File: src/rtl/pot_pkg.sv
// Package: shared pin bundle type and its idle value for the wiper controller.
// Assumes: all pins are single-bit, active levels as named.
package pot_pkg;

    typedef struct packed {
        logic cs_n;
        logic sclk;
        logic sdi;
        logic preset_n;
        logic shdn_n;
    } pot_pins_t;

    localparam int unsigned PINS_W = $bits(pot_pins_t);

    // Pin levels seen when nothing is driving activity.
    localparam pot_pins_t PINS_IDLE = '{cs_n: 1'b1, sclk: 1'b0, sdi: 1'b0,
                                        preset_n: 1'b1, shdn_n: 1'b1};

endpackage

File: src/rtl/pot_sync.sv
// Module: multi-bit synchronizer chain.
// Does: passes an asynchronous bundle through STAGES flops into the clk domain.
// Assumes: each bit is independent; STAGES >= 1; reset loads RST_VAL.
module pot_sync #(
    parameter int unsigned W      = 5,
    parameter int unsigned STAGES = 2,
    parameter logic [W-1:0] RST_VAL = '0
) (
    input  logic         clk,
    input  logic         rst_n,
    input  logic [W-1:0] d,
    output logic [W-1:0] q
);

    logic [W-1:0] chain [STAGES];

    for (genvar s = 0; s < STAGES; s++) begin : g_stage
        // One stage of the chain: first stage takes the pin, others the previous stage.
        always_ff @(posedge clk) begin
            if (!rst_n) begin
                chain[s] <= RST_VAL;
            end else if (s == 0) begin
                chain[s] <= d;
            end else begin
                chain[s] <= chain[(s == 0) ? 0 : s-1];
            end
        end
    end

    assign q = chain[STAGES-1];

endmodule

File: src/rtl/pot_edge.sv
// Module: rising-edge detector.
// Does: emits a one-cycle pulse when a synchronized level goes from 0 to 1.
// Assumes: input is already in the clk domain.
module pot_edge #(
    parameter logic RST_LEVEL = 1'b0
) (
    input  logic clk,
    input  logic rst_n,
    input  logic level,
    output logic rise
);

    logic level_q;

    // Remember last cycle's level.
    always_ff @(posedge clk) begin
        if (!rst_n) level_q <= RST_LEVEL;
        else        level_q <= level;
    end

    assign rise = level & ~level_q;

endmodule

File: src/rtl/pot_shifter.sv
// Module: serial input shift register with delayed serial output latch.
// Does: shifts MSB-first on shift_en; the bit leaving the top lands in sdo_q.
// Assumes: clr_out has priority over a shift for the output latch only.
module pot_shifter #(
    parameter int unsigned CODE_W = 7
) (
    input  logic              clk,
    input  logic              rst_n,
    input  logic              shift_en,
    input  logic              din,
    input  logic              clr_out,
    output logic [CODE_W-1:0] word,
    output logic              sdo_q
);

    logic [CODE_W-1:0] sr;

    // Shift register: new bit enters at the bottom, oldest leaves at the top.
    always_ff @(posedge clk) begin
        if (!rst_n)        sr <= '0;
        else if (shift_en) sr <= {sr[CODE_W-2:0], din};
    end

    // Output latch: takes the bit shifted out, cleared by preset.
    always_ff @(posedge clk) begin
        if (!rst_n)        sdo_q <= 1'b0;
        else if (clr_out)  sdo_q <= 1'b0;
        else if (shift_en) sdo_q <= sr[CODE_W-1];
    end

    assign word = sr;

endmodule

File: src/rtl/pot_wiper_latch.sv
// Module: wiper code latch.
// Does: holds the active code; preset forces midscale and beats a load.
// Assumes: load and preset are single-cycle or level signals in the clk domain.
module pot_wiper_latch #(
    parameter int unsigned CODE_W = 7,
    localparam logic [CODE_W-1:0] MID = 1 << (CODE_W-1)
) (
    input  logic              clk,
    input  logic              rst_n,
    input  logic              load,
    input  logic              preset,
    input  logic [CODE_W-1:0] load_val,
    output logic [CODE_W-1:0] code
);

    // Code register: reset and preset give midscale, load takes the new word.
    always_ff @(posedge clk) begin
        if (!rst_n)      code <= MID;
        else if (preset) code <= MID;
        else if (load)   code <= load_val;
    end

endmodule

File: src/rtl/pot_serial_ctrl.sv
// Module: serial-loaded wiper register controller (top).
// Does: synchronizes the serial pins, shifts data while selected, commits on
//       select release, and drives switch controls for shutdown.
// Assumes: clk is several times faster than sclk so every pin level lasts
//          at least SYNC_STAGES+2 clk cycles.
module pot_serial_ctrl #(
    parameter int unsigned CODE_W      = 7,
    parameter int unsigned SYNC_STAGES = 2
) (
    input  logic              clk,
    input  logic              rst_n,
    input  logic              cs_n,
    input  logic              sclk,
    input  logic              sdi,
    input  logic              preset_n,
    input  logic              shdn_n,
    output logic [CODE_W-1:0] wiper_code,
    output logic              term_a_closed,
    output logic              wiper_to_b,
    output logic              sdo,
    output logic              sdo_oe
);
    import pot_pkg::*;

    pot_pins_t pins_raw;
    pot_pins_t pins_s;
    logic [PINS_W-1:0] pins_s_bits;

    logic cs_s, sclk_s, sdi_s, preset_s, shdn_s;
    logic sclk_rise, cs_rise, shift_en, commit;
    logic [CODE_W-1:0] sr_word;
    logic sdo_q;

    // Gather pins into one bundle for the synchronizer.
    always_comb begin
        pins_raw.cs_n     = cs_n;
        pins_raw.sclk     = sclk;
        pins_raw.sdi      = sdi;
        pins_raw.preset_n = preset_n;
        pins_raw.shdn_n   = shdn_n;
    end

    pot_sync #(
        .W      (PINS_W),
        .STAGES (SYNC_STAGES),
        .RST_VAL(PINS_IDLE)
    ) u_sync (
        .clk  (clk),
        .rst_n(rst_n),
        .d    (pins_raw),
        .q    (pins_s_bits)
    );

    assign pins_s   = pot_pins_t'(pins_s_bits);
    assign cs_s     = pins_s.cs_n;
    assign sclk_s   = pins_s.sclk;
    assign sdi_s    = pins_s.sdi;
    assign preset_s = pins_s.preset_n;
    assign shdn_s   = pins_s.shdn_n;

    pot_edge #(.RST_LEVEL(1'b0)) u_sclk_edge (
        .clk  (clk),
        .rst_n(rst_n),
        .level(sclk_s),
        .rise (sclk_rise)
    );

    pot_edge #(.RST_LEVEL(1'b1)) u_cs_edge (
        .clk  (clk),
        .rst_n(rst_n),
        .level(cs_s),
        .rise (cs_rise)
    );

    assign shift_en = sclk_rise & ~cs_s;
    assign commit   = cs_rise;

    pot_shifter #(.CODE_W(CODE_W)) u_shift (
        .clk     (clk),
        .rst_n   (rst_n),
        .shift_en(shift_en),
        .din     (sdi_s),
        .clr_out (~preset_s),
        .word    (sr_word),
        .sdo_q   (sdo_q)
    );

    pot_wiper_latch #(.CODE_W(CODE_W)) u_latch (
        .clk     (clk),
        .rst_n   (rst_n),
        .load    (commit),
        .preset  (~preset_s),
        .load_val(sr_word),
        .code    (wiper_code)
    );

    // Switch controls and output driver enable follow the synchronized levels.
    always_comb begin
        term_a_closed = shdn_s;
        wiper_to_b    = ~shdn_s;
        sdo_oe        = ~cs_s & shdn_s;
        sdo           = sdo_q;
    end

endmodule

File: config.mk
export PLATFORM = sky130hd
export DESIGN_NAME = pot_serial_ctrl
export DESIGN_NICKNAME = d
export VERILOG_FILES = /design/src/rtl/pot_pkg.sv /design/src/rtl/pot_sync.sv /design/src/rtl/pot_edge.sv /design/src/rtl/pot_shifter.sv /design/src/rtl/pot_wiper_latch.sv /design/src/rtl/pot_serial_ctrl.sv
export SDC_FILE = /design/constraint.sdc
export NUM_CORES = 1
export LEC_CHECK = 0
export BUFFER_PORTS_ARGS = -buffer_cell sky130_fd_sc_hd__buf_2
export CAP_MARGIN = 10
export CORE_UTILIZATION = 50
export CTS_BUF_LIST = sky130_fd_sc_hd__clkbuf_16
export DETAILED_ROUTE_END_ITERATION = 6
export PLACE_DENSITY = 0.74
export SLEW_MARGIN = 15
export SYNTH_ARGS = -nofsm -noshare
export SYNTH_HDL_FRONTEND = slang
export SYNTH_HIERARCHICAL = 1
export SYNTH_SLANG_ARGS = --single-unit
File: constraint.sdc
create_clock -name clk -period 3 [get_ports clk]
set_clock_uncertainty 0.15 [all_clocks]
set_input_delay 0.3 -clock clk [delete_from_list [all_inputs] [get_ports clk]]
set_output_delay 0.3 -clock clk [all_outputs]
set_load 0.05 [all_outputs]
==> run summary <==
GP Congestion -> 0.712
switching pwr -> 0.000130 W
Crit. End Element -> flop
area grow syn2layout -> 18.4%
Placed Cells -> 118
Syn Nets -> 85
Root Buffer -> clkbuf_16
DR WL/cell -> 10.9 um
post-CTS sizing -> 0
average vias per placed instance -> 4.39
Yosys warning count -> 6
Seq cells post-synth -> 27
RR Startpoint -> u_sync/chain[1][3]
drt first pass iters -> 3
H-tree depth -> 1
reg-to-reg slack, setup -> 1.23 ns
most common cell in the netlist -> dfxtp_1
share of cells above drive strength 1 -> 0.268
Ports -> 18
chip width -> 45.3 um
Commonest cells post-synth -> dfxtp_1, mux2i_1, nor2b_1
Hold Slack -> 0.0755 ns
fin crit share -> 0.589
Max Cap Viol -> 0
first-pass GRT wire length -> 2080 um
Post-DP HPWL -> 851 um
die span in y -> 45.3 um
final worst slack -> 1.23 ns
Post-synth EDFFs -> 0
Worst Setup EP -> u_shift/sdo_q
CTS Buf Count -> 3
Sinks on Clock Net -> 27
Met3 Routed Length -> 62 um
Finished Layout Cells -> 122
Logic pwr share -> 0.046
Clock transition at path regs -> 0.06 ns
port bufs -> 17
Top Metal Used -> met4
dpl ws -> 1.26 ns
nets -> 105
Setup Total Neg Slack -> 0 ns
Tightest Hold Check Type -> in2reg
DIE AREA -> 2050 um2
CTS tree -> yes
core area -> 1750 um2
Flop pwr share -> 0.536
gr usage total -> 0.148
worst setup path startpoint -> u_sync/chain[1][3]
DRC -> 0
cells taking the most area after synthesis -> dfxtp_1, mux2i_1, nor2b_1
ANT nets after route -> 0
wl on met1 -> 633 um
Final Hold Fails -> 0
Worst Tran Pin Value -> 0.857 ns
final setup vio count -> 0
crit start category -> flop
top_reg_cell synth -> dfxtp_1
Post-synth ARST share -> 0
largest net degree at the start of global routing -> 22
grt total ovfl -> 0
post-synthesis sequential area ratio -> 0.576
Avg Inst Size Synth -> 12.0 um2
Yosys top cell area share -> 0.576
worst reg-to-reg path cell count -> 4
via count -> 535
number of global-route vias before repair -> 475
Cells after Synth -> 78
LEAKAGE -> 0.455 nW
crit path time final -> 1.77 ns
CP required -> 3.00 ns
Initial Utilization -> 0.538
Final Max Tran Viols -> 0
Max VDD drop -> 0.503 mV
DR iter-0 viols -> 6
synthesized area -> 938 um2
Cell Int Power -> 0.000558 W
Achievable Freq -> 566 MHz
worst r2r dst -> u_shift/sdo_q
worst endpoint data arrival time -> 1.77 ns
met2 wire length -> 617 um
ANT cells -> 0
Synth area leader -> dfxtp_1
worst-skew pair later-pin latency -> 0.26 ns
Post-CTS Setup Inserts -> 0
PwrDens -> 619 nW/um2
synth unique cells -> 13
clock share of power -> 0.418
initial antenna violation count -> 0
switching share of power -> 0.190
clock buffer depth -> 2
worst-path fanout max -> 8
worst setup path class -> reg2reg
DRT Wirelength -> 1320 um
num rows -> 15
relative slew slack -> 0.427
RSZ-0062 raised after global routing -> false
status -> finished clean
hold bufs inserted after CTS -> 0
## layout make-up
| type | count | area, um2 |
|---|---|---|
| Multi-Input combinational cell | 47 | 368 |
| Timing Repair Buffer | 17 | 85.1 |
| Sequential cell | 27 | 541 |
| Inverter | 2 | 7.51 |
| Clock buffer | 3 | 75.1 |
| Tap cell | 25 | 31.3 |
| Clock inverter | 1 | 3.75 |
| Fill cell | 145 | 634 |
## flip-flops by register name, indices dropped and copies added (netlist names)
| signal | count |
|---|---|
| u_cs_edge/level_q | 1 |
| u_latch/code | 7 |
| u_shift/sdo_q | 1 |
| u_shift/word | 7 |
| u_sync/chain | 10 |
| u_sclk_edge/level_q | 1 |
## stage by stage
step                      power (W)  area [um2]  utilization
after global placement     0.000408        1030        0.591
after detailed placement   0.000409        1030        0.591
after CTS                  0.000694        1110        0.637
after global routing       0.000713        1110        0.637
final                      0.000688        1110        0.637
after floorplan            0.000398         938            -
## per-layer routing
layer  GRT usage  up-vias
li1            -      286
met1       0.180      235
met3      0.0720        2
met2       0.226       12
met5           0        -
met4      0.0545        0
## cells by family after synthesis
logic type             count (synthesis)  synth area share
AOI/OAI and AO/OA                      1           0.00934
and+or+nand+nor                       32             0.233
DFF                                   27             0.576
muxes                                 14             0.149
buffers and inverters                  4            0.0320
## critical path, stage by stage (launching register included)
cell and delay, ns:
dfxtp_1 0.33, nor2b_4 0.13, nor2b_1 0.69, mux2i_1 0.30, nor3b_2 0.06
## worst min-delay path by stage
stage	from	cells past startpoint	to	slack, ns
floorplan	rst_n	1	u_sync/chain[0][0]	0.22
global placement	u_sync/chain[0][0]	1	u_sync/chain[1][0]	0.24
detailed placement	u_sync/chain[0][1]	1	u_sync/chain[1][1]	0.24
CTS	cs_n	2	u_sync/chain[0][4]	0.08
global route	shdn_n	2	u_sync/chain[0][0]	0.08
finish	shdn_n	2	u_sync/chain[0][0]	0.08
## power by group through the flow
| stage | registers (W) | logic (W) | clock network, W |
|---|---|---|---|
| 2_1_floorplan | 0.000379 | 0.0000191 | 0 |
| 3_3_place_gp | 0.000376 | 0.0000314 | 0 |
| 3_5_place_dp | 0.000377 | 0.0000320 | 0 |
| 4_1_cts | 0.000369 | 0.0000323 | 0.000293 |
| 5_1_grt | 0.000369 | 0.0000342 | 0.000310 |
| 6_report | 0.000369 | 0.0000317 | 0.000288 |
## placed cells by master (no fill, tap or decap)
master     Yosys  routed
buf_2          0      17
nor2b_2        2       2
and2_1         5       5
dfxtp_1       27      27
nor2_1         6       6
nor2b_1        8       8
mux2i_1       14      14
nand2b_1       7       7
nand2b_4       1       1
clkbuf_16      0       3
nor3b_2        1       1
nor2b_4        2       2
a211o_1        1       1
inv_1          2       3
No activity file was read; power rests on OpenSTA's default activity.
